`src/rtl/rdo_fmt_pkg.sv`:
```
package rdo_fmt_pkg;

  localparam int BYTE_W  = 8;
  localparam int ID_W    = 4;
  localparam int BUNCH_W = 8;
  localparam int REG_W   = 5;
  localparam int ENC_W   = 4;
  localparam int ADDR_W  = 10;
  localparam int MAP_W   = 7;
  localparam int FLAG_W  = 4;
  // longest byte sequence one event can create: header + region + long data
  localparam int QUEUE_BYTES = 6;

  localparam logic [BYTE_W-1:0] IDLE_B     = 8'hFF;
  localparam logic [BYTE_W-1:0] BUSY_ON_B  = 8'hF1;
  localparam logic [BYTE_W-1:0] BUSY_OFF_B = 8'hF0;

  typedef enum logic [1:0] {
    EV_OPEN  = 2'd0,
    EV_HIT   = 2'd1,
    EV_CLOSE = 2'd2,
    EV_NONE  = 2'd3
  } ev_kind_e;

  function automatic logic [15:0] hdr_word(logic [ID_W-1:0] id, logic [BUNCH_W-1:0] bc);
    return {4'b1010, id, bc};
  endfunction

  function automatic logic [15:0] empty_word(logic [ID_W-1:0] id, logic [BUNCH_W-1:0] bc);
    return {4'b1110, id, bc};
  endfunction

  function automatic logic [7:0] region_byte(logic [REG_W-1:0] r);
    return {3'b110, r};
  endfunction

  function automatic logic [15:0] short_word(logic [ENC_W-1:0] e, logic [ADDR_W-1:0] a);
    return {2'b01, e, a};
  endfunction

  function automatic logic [23:0] long_word(logic [ENC_W-1:0] e, logic [ADDR_W-1:0] a,
                                            logic [MAP_W-1:0] m);
    return {2'b00, e, a, 1'b0, m};
  endfunction

  // fatal outranks overrun, which outranks the event's own flags
  function automatic logic [FLAG_W-1:0] resolve_flags(logic fatal, logic ovr,
                                                      logic [FLAG_W-1:0] f);
    if (fatal) return 4'b1110;
    if (ovr)   return 4'b1100;
    return f;
  endfunction

  function automatic logic [7:0] trailer_byte(logic [FLAG_W-1:0] f);
    return {4'b1011, f};
  endfunction

endpackage

```
`src/rtl/rdo_busy_tracker.sv`:
```
module rdo_busy_tracker
  import rdo_fmt_pkg::*;
(
  input  logic              clk,
  input  logic              rst_n,
  input  logic              busy_in,
  input  logic              take,
  output logic              pend,
  output logic [BYTE_W-1:0] code
);

  logic busy_q;    // registered status
  logic rep_q;     // last status put on the link

  always_ff @(posedge clk) begin
    if (!rst_n) begin
      busy_q <= 1'b0;
      rep_q  <= 1'b0;
    end else begin
      busy_q <= busy_in;
      if (take) rep_q <= busy_q;
    end
  end

  assign pend = (busy_q != rep_q);
  assign code = busy_q ? BUSY_ON_B : BUSY_OFF_B;

  // an unreported change stays pending until sent or cancelled by the input
  assert_pend_holds_R8: assert property (@(posedge clk) disable iff (!rst_n)
    (pend && !take) |=> (pend || (busy_q != $past(busy_q))));

endmodule

```
`src/rtl/rdo_word_builder.sv`:
```
module rdo_word_builder
  import rdo_fmt_pkg::*;
(
  input  logic               clk,
  input  logic               rst_n,
  input  logic [ID_W-1:0]    node_id,
  input  logic               ev_valid,
  output logic               ev_ready,
  input  logic [1:0]         ev_kind,
  input  logic [BUNCH_W-1:0] ev_bunch,
  input  logic [REG_W-1:0]   ev_region,
  input  logic [ENC_W-1:0]   ev_encoder,
  input  logic [ADDR_W-1:0]  ev_addr,
  input  logic               ev_long,
  input  logic [MAP_W-1:0]   ev_hitmap,
  input  logic [FLAG_W-1:0]  ev_flags,
  input  logic               fatal_in,
  input  logic               overrun_in,
  input  logic               pop,
  output logic [BYTE_W-1:0]  head_byte,
  output logic               head_start,
  output logic               q_empty
);

  localparam int QB = QUEUE_BYTES;
  localparam int QW = QB * BYTE_W;
  localparam int CW = $clog2(QB + 1);

  logic [QW-1:0]      bufq, nb;
  logic [QB-1:0]      wsq, ns;      // word-start marks, MSB = head byte
  logic [CW-1:0]      cnt;
  int                 nlen;
  logic               hdr_pend, reg_valid;
  logic [REG_W-1:0]   cur_reg;
  logic [BUNCH_W-1:0] bunch_q;
  logic               ev_fire;
  ev_kind_e           kind;

  assign kind     = ev_kind_e'(ev_kind);
  assign ev_ready = (cnt == '0);
  assign ev_fire  = ev_valid && ev_ready;

  // assemble the bytes of one event, head byte in the top slot
  always_comb begin
    nb   = '1;
    ns   = '0;
    nlen = 0;
    if (ev_fire && kind == EV_HIT) begin
      if (hdr_pend) begin
        nb[QW-1-8*nlen -: 16] = hdr_word(node_id, bunch_q);
        ns[QB-1-nlen] = 1'b1;
        nlen += 2;
      end
      if (!reg_valid || ev_region != cur_reg) begin
        nb[QW-1-8*nlen -: 8] = region_byte(ev_region);
        ns[QB-1-nlen] = 1'b1;
        nlen += 1;
      end
      ns[QB-1-nlen] = 1'b1;
      if (ev_long) begin
        nb[QW-1-8*nlen -: 24] = long_word(ev_encoder, ev_addr, ev_hitmap);
        nlen += 3;
      end else begin
        nb[QW-1-8*nlen -: 16] = short_word(ev_encoder, ev_addr);
        nlen += 2;
      end
    end else if (ev_fire && kind == EV_CLOSE) begin
      ns[QB-1] = 1'b1;
      if (hdr_pend) begin
        nb[QW-1 -: 16] = empty_word(node_id, bunch_q);
        nlen = 2;
      end else begin
        nb[QW-1 -: 8] = trailer_byte(resolve_flags(fatal_in, overrun_in, ev_flags));
        nlen = 1;
      end
    end
  end

  always_ff @(posedge clk) begin
    if (!rst_n) begin
      bufq      <= '1;
      wsq       <= '0;
      cnt       <= '0;
      hdr_pend  <= 1'b0;
      reg_valid <= 1'b0;
      cur_reg   <= '0;
      bunch_q   <= '0;
    end else if (ev_fire) begin
      bufq <= nb;
      wsq  <= ns;
      cnt  <= CW'(nlen);
      case (kind)
        EV_OPEN: begin
          hdr_pend  <= 1'b1;
          reg_valid <= 1'b0;
          bunch_q   <= ev_bunch;
        end
        EV_HIT: begin
          hdr_pend  <= 1'b0;
          reg_valid <= 1'b1;
          cur_reg   <= ev_region;
        end
        EV_CLOSE: begin
          hdr_pend  <= 1'b0;
          reg_valid <= 1'b0;
        end
        default: ;
      endcase
    end else if (pop) begin
      bufq <= {bufq[QW-BYTE_W-1:0], IDLE_B};
      wsq  <= {wsq[QB-2:0], 1'b0};
      cnt  <= cnt - 1'b1;
    end
  end

  assign head_byte  = bufq[QW-1 -: BYTE_W];
  assign head_start = wsq[QB-1];
  assign q_empty    = (cnt == '0);

  // the queue never holds more than one event's bytes
  assert_queue_bound_R10: assert property (@(posedge clk) disable iff (!rst_n)
    cnt <= CW'(QB));

  // each consumed byte shortens the queue by exactly one
  assert_pop_count_R1: assert property (@(posedge clk) disable iff (!rst_n)
    pop |=> (cnt == $past(cnt) - 1'b1));

  // fatal at frame close forces the trailer pattern
  assert_fatal_trailer_R7: assert property (@(posedge clk) disable iff (!rst_n)
    (ev_fire && kind == EV_CLOSE && !hdr_pend && fatal_in) |=> (bufq[QW-1 -: 8] == 8'hBE));

endmodule

```
`src/rtl/rdo_out_select.sv`:
```
module rdo_out_select
  import rdo_fmt_pkg::*;
(
  input  logic              valid_q,
  input  logic              busy_pend,
  input  logic [BYTE_W-1:0] busy_code,
  input  logic [BYTE_W-1:0] head_byte,
  input  logic              head_start,
  input  logic              q_empty,
  input  logic              out_ready,
  output logic [BYTE_W-1:0] out_byte,
  output logic              busy_take,
  output logic              pop
);

  logic at_bnd, send_busy;

  assign at_bnd    = q_empty || head_start;
  assign send_busy = valid_q && busy_pend && at_bnd;

  always_comb begin
    if (send_busy)     out_byte = busy_code;
    else if (!q_empty) out_byte = head_byte;
    else               out_byte = IDLE_B;
  end

  assign busy_take = send_busy && out_ready;
  assign pop       = valid_q && !send_busy && !q_empty && out_ready;

endmodule

```
`src/rtl/rdo_word_fmt.sv`:
```
module rdo_word_fmt
  import rdo_fmt_pkg::*;
(
  input  logic         clk,
  input  logic         rst_n,
  input  logic [3:0]   node_id,
  input  logic         ev_valid,
  output logic         ev_ready,
  input  logic [1:0]   ev_kind,
  input  logic [7:0]   ev_bunch,
  input  logic [4:0]   ev_region,
  input  logic [3:0]   ev_encoder,
  input  logic [9:0]   ev_addr,
  input  logic         ev_long,
  input  logic [6:0]   ev_hitmap,
  input  logic [3:0]   ev_flags,
  input  logic         fatal_in,
  input  logic         overrun_in,
  input  logic         busy_in,
  output logic         out_valid,
  input  logic         out_ready,
  output logic [7:0]   out_byte
);

  logic              valid_q;
  logic              busy_pend, busy_take, pop;
  logic [BYTE_W-1:0] busy_code, head_byte;
  logic              head_start, q_empty;

  always_ff @(posedge clk) begin
    if (!rst_n) valid_q <= 1'b0;
    else        valid_q <= 1'b1;
  end
  assign out_valid = valid_q;

  rdo_busy_tracker u_busy (
    .clk     (clk),
    .rst_n   (rst_n),
    .busy_in (busy_in),
    .take    (busy_take),
    .pend    (busy_pend),
    .code    (busy_code)
  );

  rdo_word_builder u_build (
    .clk        (clk),
    .rst_n      (rst_n),
    .node_id    (node_id),
    .ev_valid   (ev_valid),
    .ev_ready   (ev_ready),
    .ev_kind    (ev_kind),
    .ev_bunch   (ev_bunch),
    .ev_region  (ev_region),
    .ev_encoder (ev_encoder),
    .ev_addr    (ev_addr),
    .ev_long    (ev_long),
    .ev_hitmap  (ev_hitmap),
    .ev_flags   (ev_flags),
    .fatal_in   (fatal_in),
    .overrun_in (overrun_in),
    .pop        (pop),
    .head_byte  (head_byte),
    .head_start (head_start),
    .q_empty    (q_empty)
  );

  rdo_out_select u_sel (
    .valid_q    (valid_q),
    .busy_pend  (busy_pend),
    .busy_code  (busy_code),
    .head_byte  (head_byte),
    .head_start (head_start),
    .q_empty    (q_empty),
    .out_ready  (out_ready),
    .out_byte   (out_byte),
    .busy_take  (busy_take),
    .pop        (pop)
  );

  // a busy byte is only taken where no word is half sent
  assert_busy_boundary_R8: assert property (@(posedge clk) disable iff (!rst_n)
    busy_take |-> (q_empty || head_start));

  // nothing is consumed from an empty queue, and never both sources at once
  assert_single_source_R1: assert property (@(posedge clk) disable iff (!rst_n)
    !(pop && (busy_take || q_empty)));

  // no event is accepted while bytes are still queued
  assert_ready_gate_R10: assert property (@(posedge clk) disable iff (!rst_n)
    (!q_empty) |-> !ev_ready);

endmodule

```
`config.mk`:
```
export PLATFORM = sky130hd
export DESIGN_NAME = rdo_word_fmt
export DESIGN_NICKNAME = d
export VERILOG_FILES = /design/src/rtl/rdo_fmt_pkg.sv /design/src/rtl/rdo_busy_tracker.sv /design/src/rtl/rdo_word_builder.sv /design/src/rtl/rdo_out_select.sv /design/src/rtl/rdo_word_fmt.sv
export SDC_FILE = /design/constraint.sdc
export NUM_CORES = 1
export LEC_CHECK = 0
export ABC_AREA = 1
export BUFFER_PORTS_ARGS = -buffer_cell sky130_fd_sc_hd__buf_2
export CORE_AREA = 2 2 79 137
export CTS_BUF_LIST = sky130_fd_sc_hd__clkbuf_2 sky130_fd_sc_hd__clkbuf_4 sky130_fd_sc_hd__clkbuf_8
export DETAILED_ROUTE_END_ITERATION = 12
export DIE_AREA = 0 0 81 139
export GPL_TIMING_DRIVEN = 0
export PLACE_DENSITY = 0.69
export SYNTH_ARGS = -nofsm -noshare
export SYNTH_HDL_FRONTEND = slang
export SYNTH_HIERARCHICAL = 1
export SYNTH_SLANG_ARGS = --single-unit
```
`constraint.sdc`:
```
create_clock -name clk -period 3 [get_ports clk]
set_clock_uncertainty 0.15 [all_clocks]
set_input_delay 0.3 -clock clk [delete_from_list [all_inputs] [get_ports clk]]
set_output_delay 0.3 -clock clk [all_outputs]
set_load 0.02 [all_outputs]
```
==> results.json <==
{
  "ff2ff_path_depth": 14,
  "peakVddDrop_v": 0.000462,
  "syn_area_per_cell_sq_um": 6.22,
  "dr.first_iter.drc_count": 420,
  "fin_crit_ns": 2.81,
  "critPathMaxFanout": 10,
  "io_buffer_count": 61,
  "cpMostUsedCell": "inv_1",
  "critical_path_class": "reg -> reg",
  "leakage_nw": 2.98,
  "syn_area_sq_um": 4970,
  "setup_tns_ns": 0,
  "grt_overflow": 0,
  "htree_num_levels": 3,
  "path_buf_inv": 7,
  "layout-drive-gt1-share_pct": 16.0,
  "largest_reg_flops": 48,
  "syn_inst": 798,
  "ys_seq_area_share_pct": 29.4,
  "clk-insertion-delay-late_ns": 0.36,
  "place_congestion": 0.968,
  "cts_setup_buffers": 0,
  "dpl.hpwl_um": 13300,
  "fmaxAchievable_ghz": 0.355,
  "slowest_delay_ns": 0.34,
  "grt_pass1_vias": 5106,
  "num_rows": 49,
  "power.density_nw_per_um2": 864,
  "cts_buffer_depth": 2,
  "holdWs_ns": 0.0566,
  "synth_warnings": 6,
  "antenna_found_initial": 0,
  "path_cells": "inv_1 > ha_1 > inv_1 > nor2_4 > buf_4 > inv_2 > nand2_8 > a21oi_2 > inv_1 > nand2_1 > buf_2 > buf_2 > o211ai_1 > nand2_1",
  "nets": 942,
  "grt_setup_unrepaired": "no",
  "hp-start": "ev_bunch[3]",
  "cap_viol_max_count": 0,
  "r2r_end": "u_build/bufq[45]",
  "routed-via-count": 5408,
  "cts_tree": "built",
  "grt_max_degree": 14,
  "die_area_sq_um": 11300,
  "max_slew.worst_pin.slew_ns": 0.772,
  "wire_per_inst_um": 16.7,
  "r2r_setup_slack_ns": 0.19,
  "holdPathStages": 3,
  "core_region_area_sq_um": 10200,
  "grt_usage_pct": 30.9,
  "initial_core_util_pct": 48.8,
  "slew-limit-headroom_pct": 48.5,
  "grt_first_pass_wirelength_um": 26300,
  "timing.rr.start": "u_build/cnt[0]",
  "clock-sinks": 73,
  "hold_path.class": "in -> reg",
  "drc": 0,
  "critPathLaunchType": "register",
  "vias_per_cell": 5.36,
  "critical_path_arrival_ns": 2.98,
  "dpl_worst_slack_ns": 0.0328,
  "diodes": 0,
  "dr.pass1.iters": 5,
  "hold_viol_final": 0,
  "synth_cell_types": 43,
  "crit_family": "buffers and inverters",
  "slowest_stage": "dfxtp_1",
  "root_buffer": "clkbuf_8",
  "numCtsBuffers": 9,
  "die_w_um": 81,
  "ant_nets": 0,
  "path_clk_slew_ns": 0.08,
  "end_kind": "register",
  "min_to": "u_build/bunch_q[3]",
  "dieHeight_um": 139,
  "period_share_pct": 93.8,
  "setup_viol": 0,
  "area_growth_syn_to_layout_pct": 15.6,
  "status": "finished, final reports clean",
  "ys_ff_latch": 73,
  "io_pins": 62,
  "wl_um": 16900,
  "maxSlewViolCount": 0,
  "required_ns": 3.16,
  "timing.final.ws_setup_ns": 0.186
}
-- worst max path at each step --
stage | startpoint | to | slack [ns] | cells after the start
detailed placement | u_build/cnt[0] | u_build/bufq[45] | 0.03 | 14
finish | u_build/cnt[0] | u_build/bufq[45] | 0.19 | 14
global route | u_build/cnt[0] | u_build/bufq[45] | 0.02 | 14
CTS | u_build/cnt[0] | u_build/bufq[45] | 0.01 | 14
global placement | u_build/cnt[0] | u_build/bufq[45] | 0.07 | 14
floorplan | u_build/cnt[0] | u_build/bufq[1] | 0.63 | 14
-- timing repair --
item	4_1_cts	5_1_grt
resized for setup	0	3
hold buffers	2	0
endpoints found under the setup margin	0	49
hold endpoints to repair	2	0
-- cells in the final DEF (no fill, tap or decap), types with 2 or more instances in the layout --
cell,n
o211ai_1,8
ha_1,13
nand4_1,7
nand2_2,2
nand3_1,65
clkbuf_8,9
buf_1,3
inv_6,2
inv_2,7
inv_1,91
dlygate4sd3_1,2
bufinv_16,4
o31ai_1,2
nor2_1,35
nor2_2,4
o21ai_1,11
a21oi_1,39
nand2_1,241
o21a_1,9
o21ai_0,95
buf_4,19
clkbuf_1,17
buf_6,6
buf_2,69
inv_4,2
nor2_4,2
o21ai_2,4
a21oi_2,2
o21bai_1,2
or2_1,8
a31oi_1,4
conb_1,7
nand2_8,2
nand2_4,2
dfxtp_1,73
-- cell families after synthesis --
group           after synthesis  synth area share [%]
compound gates              181                  20.1
xor+xnor                      1                 0.176
fa+ha+maj                    13                  3.28
buf+inv                     155                  14.4
flops                        73                  29.4
other cells                   2                 0.151
simple gates                373                  32.5
-- area by class of cell --
| type | count | area, sq um |
|---|---|---|
| clock buffer | 10 | 131 |
| tap | 127 | 159 |
| fill | 1067 | 4430 |
| inverter | 101 | 384 |
| timing repair buffer | 63 | 325 |
| multi-input combinational | 575 | 2810 |
| sequential | 73 | 1460 |
| buffer | 54 | 330 |
| clock inverter | 6 | 138 |
-- worst min-delay path: stages --
cell	delay, ns
buf_2	0.10
nand3_1	0.07
a21oi_1	0.06
-- Yosys cell counts, drive strengths merged --
| cell type | instances | area, sq um |
|---|---|---|
| a21boi | 1 | 7.51 |
| a21o | 1 | 7.51 |
| a21oi | 41 | 209 |
| a22oi | 1 | 7.51 |
| a31oi | 4 | 25.0 |
| and2 | 1 | 6.26 |
| buf | 36 | 262 |
| clkbuf | 18 | 67.6 |
| clkinv | 1 | 3.75 |
| conb | 2 | 7.51 |
| dfxtp | 73 | 1460 |
| ha | 13 | 163 |
| inv | 100 | 380 |
| nand2 | 247 | 980 |
| nand3 | 66 | 335 |
| nand3b | 1 | 7.51 |
| nand4 | 7 | 43.8 |
| nor2 | 41 | 179 |
| nor3 | 1 | 5.00 |
| o211ai | 8 | 60.1 |
| o21a | 9 | 67.6 |
| o21ai | 110 | 566 |
| o21bai | 3 | 26.3 |
| o221ai | 1 | 8.76 |
| o31ai | 2 | 15.0 |
| or2 | 9 | 56.3 |
| xor2 | 1 | 8.76 |
-- through the flow --
step                instances  utilization (%)  cell area [sq um]  total power [W]
floorplan                 803                -               4980          0.00319
global placement          991             53.5               5450          0.00382
detailed placement        991             53.5               5450          0.00387
CTS                      1009             56.4               5740          0.00494
global route             1009             56.4               5740          0.00532
finish                   1009             56.4               5740          0.00496
-- power by group --
part / switching [W] / leakage, nW / internal [W]
Clock: 0.000405 / 0.135 / 0.000652
Combinational: 0.00162 / 2.25 / 0.000836
Sequential: 0.000151 / 0.601 / 0.00129
Total: 0.00218 / 2.98 / 0.00278
-- layer usage --
metal | GRT usage (%) | part of all wire [%] | vias up | wire length (um)
li1 | - | - | 2692 | -
met1 | 35.7 | 40 | 2488 | 6700
met2 | 54.4 | 51 | 194 | 8670
met3 | 4.36 | 4.9 | 34 | 830
met4 | 14.4 | 4.0 | 0 | 670
met5 | 0 | 0 | - | 0
(Power assumes the default switching activity.)
